<file path="config.mk">
export PLATFORM = sky130hd
export DESIGN_NAME = jtag_user_tap
export DESIGN_NICKNAME = d
export VERILOG_FILES = /design/src/rtl/jtag_user_tap_pkg.sv /design/src/rtl/tap_fsm.sv /design/src/rtl/tap_ir.sv /design/src/rtl/tap_bypass.sv /design/src/rtl/tap_out.sv /design/src/rtl/jtag_user_tap.sv
export SDC_FILE = /design/constraint.sdc
export NUM_CORES = 1
export LEC_CHECK = 0
export ABC_AREA = 1
export BUFFER_PORTS_ARGS = -buffer_cell sky130_fd_sc_hd__buf_4
export CAP_MARGIN = 20
export CORE_MARGIN = 8
export CORE_UTILIZATION = 35
export CTS_CLUSTER_DIAMETER = 40
export DETAILED_ROUTE_END_ITERATION = 12
export PLACE_DENSITY = 0.62
export SLEW_MARGIN = 30
export SYNTH_ARGS = -nofsm -noshare
export SYNTH_HDL_FRONTEND = slang
export SYNTH_SLANG_ARGS = --single-unit
</file>
<file path="constraint.sdc">
create_clock -name tck -period 2.1 [get_ports tck]
set_input_delay 0.105 -clock tck [delete_from_list [all_inputs] [get_ports tck]]
set_output_delay 0.105 -clock tck [all_outputs]
set_load 0.01 [all_outputs]
</file>
<file path="src/rtl/jtag_user_tap_pkg.sv">
package jtag_user_tap_pkg;

    parameter int IR_W = 3;

    localparam logic [IR_W-1:0] OP_EXTEST = IR_W'(0);
    localparam logic [IR_W-1:0] OP_SAMPLE = IR_W'(1);
    localparam logic [IR_W-1:0] OP_USER1  = IR_W'(2);
    localparam logic [IR_W-1:0] OP_USER2  = IR_W'(3);
    localparam logic [IR_W-1:0] OP_BYPASS = {IR_W{1'b1}};
    localparam logic [IR_W-1:0] IR_CAPT   = IR_W'(1);

    typedef enum logic [3:0] {
        TS_TLR, TS_RTI,
        TS_SEL_DR, TS_CAP_DR, TS_SHF_DR, TS_EX1_DR, TS_PAU_DR, TS_EX2_DR, TS_UPD_DR,
        TS_SEL_IR, TS_CAP_IR, TS_SHF_IR, TS_EX1_IR, TS_PAU_IR, TS_EX2_IR, TS_UPD_IR
    } tap_state_t;

    typedef enum logic [2:0] {
        PATH_BYPASS, PATH_EXTEST, PATH_SAMPLE, PATH_USER1, PATH_USER2
    } path_t;

    typedef struct packed {
        logic tlr;
        logic rti;
        logic cap_dr;
        logic shf_dr;
        logic upd_dr;
        logic cap_ir;
        logic shf_ir;
        logic upd_ir;
    } tap_ctl_t;

    function automatic tap_state_t next_state(input tap_state_t s, input logic tms);
        case (s)
            TS_TLR:    return tms ? TS_TLR    : TS_RTI;
            TS_RTI:    return tms ? TS_SEL_DR : TS_RTI;
            TS_SEL_DR: return tms ? TS_SEL_IR : TS_CAP_DR;
            TS_CAP_DR: return tms ? TS_EX1_DR : TS_SHF_DR;
            TS_SHF_DR: return tms ? TS_EX1_DR : TS_SHF_DR;
            TS_EX1_DR: return tms ? TS_UPD_DR : TS_PAU_DR;
            TS_PAU_DR: return tms ? TS_EX2_DR : TS_PAU_DR;
            TS_EX2_DR: return tms ? TS_UPD_DR : TS_SHF_DR;
            TS_UPD_DR: return tms ? TS_SEL_DR : TS_RTI;
            TS_SEL_IR: return tms ? TS_TLR    : TS_CAP_IR;
            TS_CAP_IR: return tms ? TS_EX1_IR : TS_SHF_IR;
            TS_SHF_IR: return tms ? TS_EX1_IR : TS_SHF_IR;
            TS_EX1_IR: return tms ? TS_UPD_IR : TS_PAU_IR;
            TS_PAU_IR: return tms ? TS_EX2_IR : TS_PAU_IR;
            TS_EX2_IR: return tms ? TS_UPD_IR : TS_SHF_IR;
            TS_UPD_IR: return tms ? TS_SEL_DR : TS_RTI;
            default:   return TS_TLR;
        endcase
    endfunction

    function automatic tap_ctl_t ctl_decode(input tap_state_t s);
        tap_ctl_t c;
        c.tlr    = (s == TS_TLR);
        c.rti    = (s == TS_RTI);
        c.cap_dr = (s == TS_CAP_DR);
        c.shf_dr = (s == TS_SHF_DR);
        c.upd_dr = (s == TS_UPD_DR);
        c.cap_ir = (s == TS_CAP_IR);
        c.shf_ir = (s == TS_SHF_IR);
        c.upd_ir = (s == TS_UPD_IR);
        return c;
    endfunction

    function automatic path_t path_decode(input logic [IR_W-1:0] op);
        case (op)
            OP_EXTEST: return PATH_EXTEST;
            OP_SAMPLE: return PATH_SAMPLE;
            OP_USER1:  return PATH_USER1;
            OP_USER2:  return PATH_USER2;
            default:   return PATH_BYPASS;
        endcase
    endfunction

endpackage

</file>
<file path="src/rtl/tap_fsm.sv">
module tap_fsm
    import jtag_user_tap_pkg::*;
(
    input  logic       tck,
    input  logic       tap_rst,
    input  logic       tms,
    output tap_state_t state,
    output tap_ctl_t   ctl
);
    tap_state_t state_q;

    always_ff @(posedge tck) begin
        if (tap_rst) state_q <= TS_TLR;
        else         state_q <= next_state(state_q, tms);
    end

    assign state = state_q;
    assign ctl   = ctl_decode(state_q);
endmodule

</file>
<file path="src/rtl/tap_ir.sv">
module tap_ir
    import jtag_user_tap_pkg::*;
(
    input  logic            tck,
    input  logic            tap_rst,
    input  logic            tdi,
    input  tap_ctl_t        ctl,
    output logic [IR_W-1:0] ir_sr,
    output path_t           path
);
    logic [IR_W-1:0] sr_q;
    logic [IR_W-1:0] op_q;

    always_ff @(posedge tck) begin
        if (tap_rst) begin
            sr_q <= IR_CAPT;
            op_q <= OP_BYPASS;
        end else begin
            if (ctl.cap_ir)      sr_q <= IR_CAPT;
            else if (ctl.shf_ir) sr_q <= {tdi, sr_q[IR_W-1:1]};
            if (ctl.tlr)         op_q <= OP_BYPASS;
            else if (ctl.upd_ir) op_q <= sr_q;
        end
    end

    assign ir_sr = sr_q;
    assign path  = path_decode(op_q);
endmodule

</file>
<file path="src/rtl/tap_bypass.sv">
module tap_bypass
    import jtag_user_tap_pkg::*;
(
    input  logic     tck,
    input  logic     tap_rst,
    input  logic     tdi,
    input  tap_ctl_t ctl,
    output logic     byp_q
);
    logic bit_q;

    always_ff @(posedge tck) begin
        if (tap_rst)         bit_q <= 1'b0;
        else if (ctl.cap_dr) bit_q <= 1'b0;
        else if (ctl.shf_dr) bit_q <= tdi;
    end

    assign byp_q = bit_q;
endmodule

</file>
<file path="src/rtl/tap_out.sv">
module tap_out
    import jtag_user_tap_pkg::*;
(
    input  logic     tck,
    input  logic     tap_rst,
    input  tap_ctl_t ctl,
    input  path_t    path,
    input  logic     ir_lsb,
    input  logic     byp_q,
    input  logic     bnd_tdo,
    input  logic     usr_tdo1,
    input  logic     usr_tdo2,
    output logic     tdo,
    output logic     tdo_en,
    output logic     usr_drck,
    output logic     usr_idle_n
);
    logic tdo_d;
    logic user_path;
    logic tdo_q;
    logic en_q;
    logic drck_en_q;

    assign user_path = (path == PATH_USER1) || (path == PATH_USER2);

    always_comb begin
        if (ctl.shf_ir) begin
            tdo_d = ir_lsb;
        end else begin
            case (path)
                PATH_EXTEST, PATH_SAMPLE: tdo_d = bnd_tdo;
                PATH_USER1:               tdo_d = usr_tdo1;
                PATH_USER2:               tdo_d = usr_tdo2;
                default:                  tdo_d = byp_q;
            endcase
        end
    end

    // Falling-edge stage: output timing and a glitch-free clock gate enable.
    always_ff @(negedge tck) begin
        if (tap_rst) begin
            tdo_q     <= 1'b0;
            en_q      <= 1'b0;
            drck_en_q <= 1'b0;
        end else begin
            tdo_q     <= tdo_d;
            en_q      <= ctl.shf_ir | ctl.shf_dr;
            drck_en_q <= user_path & (ctl.cap_dr | ctl.shf_dr);
        end
    end

    assign tdo        = tdo_q;
    assign tdo_en     = en_q;
    assign usr_drck   = tck & drck_en_q;
    assign usr_idle_n = ~(tck & ctl.rti);
endmodule

</file>
<file path="src/rtl/jtag_user_tap.sv">
module jtag_user_tap
    import jtag_user_tap_pkg::*;
(
    input  logic tck,
    input  logic tap_rst,
    input  logic tms,
    input  logic tdi,
    output logic tdo,
    output logic tdo_en,
    input  logic bnd_tdo,
    output logic bnd_sel,
    output logic bnd_extest,
    output logic bnd_capture,
    output logic bnd_shift,
    output logic bnd_update,
    output logic usr_sel1,
    output logic usr_sel2,
    input  logic usr_tdo1,
    input  logic usr_tdo2,
    output logic usr_drck,
    output logic usr_idle_n
);
    tap_state_t      state;
    tap_ctl_t        ctl;
    logic [IR_W-1:0] ir_sr;
    path_t           path;
    logic            byp_q;

    tap_fsm u_fsm (
        .tck(tck), .tap_rst(tap_rst), .tms(tms), .state(state), .ctl(ctl)
    );

    tap_ir u_ir (
        .tck(tck), .tap_rst(tap_rst), .tdi(tdi), .ctl(ctl), .ir_sr(ir_sr), .path(path)
    );

    tap_bypass u_byp (
        .tck(tck), .tap_rst(tap_rst), .tdi(tdi), .ctl(ctl), .byp_q(byp_q)
    );

    tap_out u_out (
        .tck(tck), .tap_rst(tap_rst), .ctl(ctl), .path(path), .ir_lsb(ir_sr[0]),
        .byp_q(byp_q), .bnd_tdo(bnd_tdo), .usr_tdo1(usr_tdo1), .usr_tdo2(usr_tdo2),
        .tdo(tdo), .tdo_en(tdo_en), .usr_drck(usr_drck), .usr_idle_n(usr_idle_n)
    );

    assign bnd_sel     = (path == PATH_EXTEST) || (path == PATH_SAMPLE);
    assign bnd_extest  = (path == PATH_EXTEST);
    assign bnd_capture = bnd_sel & ctl.cap_dr;
    assign bnd_shift   = bnd_sel & ctl.shf_dr;
    assign bnd_update  = bnd_sel & ctl.upd_dr;
    assign usr_sel1    = (path == PATH_USER1);
    assign usr_sel2    = (path == PATH_USER2);
endmodule

</file>
==> impl_metrics.toml <==
[outcome]
status = "complete, but fails checks"
violations = "setup timing"

[sta]
timing.hold.ws_ns = 0.0244
hold_viol = 0
slew_headroom_pct = 68.7
clock_skew_ns = 0.0718
rsz0062_at_grt = "yes"
worst_pin_slew_ns = 0.470
setup_viol = 2
layout_setup_ws_ns = -0.00761
final-max-slew-violation-count = 0

[worst_setup_path]
crit_required_ns = 2.00
critPathKind = "reg -> out"
reg2reg_slack_ns = 0.11
cp-start-kind = "flop"
crit_path_end_kind = "output pin"
worstPathArrival_ns = 2.00
crit_fanout = 1

[floorplan]
num_rows = 17
pin_count = 18
die-area_um2 = 4150
die_w_um = 64.4
design.core.area_um2 = 2210
start_util_pct = 37.1
die_y_um = 64.4

[placement]
io_buffers = 17
gp_congestion = 0.880
dp_hpwl_mm = 1.76
dp.cells = 189
postPlaceCellArea_um2 = 1050
pre_cts_slack_ns = 0.0468

[logic_synthesis]
synth_area_um2 = 821
yosysSeqAreaShare_pct = 34.1
synth_top_family_by_area = "simple AND/OR/NAND/NOR gates"
synth_compound_gate_area_share_pct = 10.4
yosysWarnings = 0
synthTopCellsByArea = "dfxtp_1, nand2_1, nor2_1"
syn-mean-instance-area_um2 = 6.04
syn_inst = 136
synth_cell_types = 17
ys_ff_latch = 14
synth_adder_area_share_pct = 0
synth-xor-area-share_pct = 0
synth.top_cell.area_share_pct = 34.1
synthSimpleGateAreaFrac_pct = 45.1
synth_nets = 143
synthMuxAreaShare_pct = 0
synth_top_cell_by_area = "dfxtp_1"

[cells_and_area]
n_fill_cell = 245
multi_input_area_um2 = 455
final_nets = 181
seq_area_um2 = 288
antenna_cells = 0
fin_cells = 202
final_util_pct = 51.9
drive_gt1_share_pct = 27.0
syn_to_final_growth_pct = 39.8
fin_area_um2 = 1150

[global_routing]
grt_max_degree = 10
grt_usage_pct = 12.3
first_global_vias = 938
antenna_found_initial = 0
grt_pass1_wl_mm = 3.95
grt-ovfl-total = 0

[cts]
cts_tree = "built"
post-cts-setup-buffer-count = 0
cts.reportedPaths.clkPinSlew_ns = 0.08
clk_latency_ns = 0.45

[route]
finalWirelength_mm = 2.27
vias = 934
vias_per_cell = 4.62
dr.pass1.iters = 4
final_antenna_net_count = 0
wire_per_inst_um = 11.2
post-route-drc-count = 0
first_iter_violations = 104

[power]
power_density_nw_per_um2 = 582
p_leak_nw = 0.591
vdd_drop_max_mv = 0.390

[run]
maxCapViolations = 0

[hold_path]
worstHoldPathType = "in -> reg"
[layout by cell type, fill, tap and decap left out, drive strengths merged]
| master | n |
|---|---|
| nand2 | 44 |
| nor2 | 28 |
| buf | 27 |
| inv | 22 |
| dfxtp | 14 |
| nand3 | 11 |
| clkbuf | 9 |
| a21oi | 7 |
| o211ai | 3 |
| o21ai | 3 |
| nand4 | 2 |
| dlygate4sd3 | 2 |
| nand3b | 1 |
| o221ai | 1 |
[Yosys cell counts]
cell / number
o211ai_1: 3
inv_1: 18
inv_2: 2
dfxtp_1: 14
nand3_1: 11
o21ai_1: 1
nand4_1: 2
o221ai_1: 1
buf_2: 2
nor2_4: 3
nand3b_1: 1
nor2_2: 1
o21ai_0: 1
nand2_1: 44
o21ai_2: 1
nor2_1: 24
a21oi_1: 7
[path summary, 6_finish.rpt]
path / end / startpoint / depth (start not counted)
setup / recovery: usr_drck / u_out.drck_en_q / 3
hold / removal: u_fsm.state[3] / tms / 3
setup reg to reg: u_out.tdo / u_fsm.state[3] / 7
hold reg to reg: u_ir.ir_sr[2] / u_ir.ir_sr[2] / 2
[registers in the layout (all words and copies together) (netlist names)]
| name | cells |
|---|---|
| u_out.tdo | 1 |
| u_out.drck_en_q | 1 |
| u_out.tdo_en | 1 |
| u_fsm.state | 4 |
| u_byp.byp_q | 1 |
| u_ir.ir_sr | 3 |
| u_ir.op_q | 3 |
[metrics by stage]
step	setup TNS [ns]	total power, mW
6_report	-0.00761	0.668
5_1_grt	-0.0595	0.722
4_1_cts	-0.0327	0.679
3_5_place_dp	0	0.370
3_3_place_gp	0	0.369
2_1_floorplan	0	0.333
[cell families after synthesis]
| kind of cell | after synthesis |
|---|---|
| flops | 14 |
| simple gates | 86 |
| buf+inv | 22 |
| compound gates | 14 |
[worst max-delay path, stage by stage (launching register included)]
cell,delay (ns)
dfxtp_2,0.30
nand2_1,0.05
inv_1,0.04
buf_6,0.11
[final cells by class]
| cell class | instances | share of cell area, % |
|---|---|---|
| clock buffer | 11 | 6.87 |
| sequential | 14 | 25.1 |
| timing repair buffer | 27 | 18.1 |
| inverter | 18 | 5.89 |
| multi-input combinational | 100 | 39.7 |
| clock inverter | 4 | 1.31 |
| tap | 28 | 3.05 |
[routing by layer]
layer  wire length, um  GRT usage (%)  vias to the layer above
li1                  -              -                      499
met5                 0              0                        -
met3               168           7.39                        4
met4                36           7.63                        0
met1              1070           13.8                      407
met2               990           17.4                       24
[report_power, final]
group          internal, mW  leakage, nW  switching, mW
registers             0.269        0.115        0.00481
clock network         0.181       0.0725          0.144
logic                0.0297        0.404         0.0390
[repair_timing]
item,CTS,global route
hold buffers,2,0
endpoints found under the setup margin,2,4
pin swaps,1,1
endpoints found under the hold margin,4,0
resized for setup,1,3
Power figures use the tool's default switching activity.
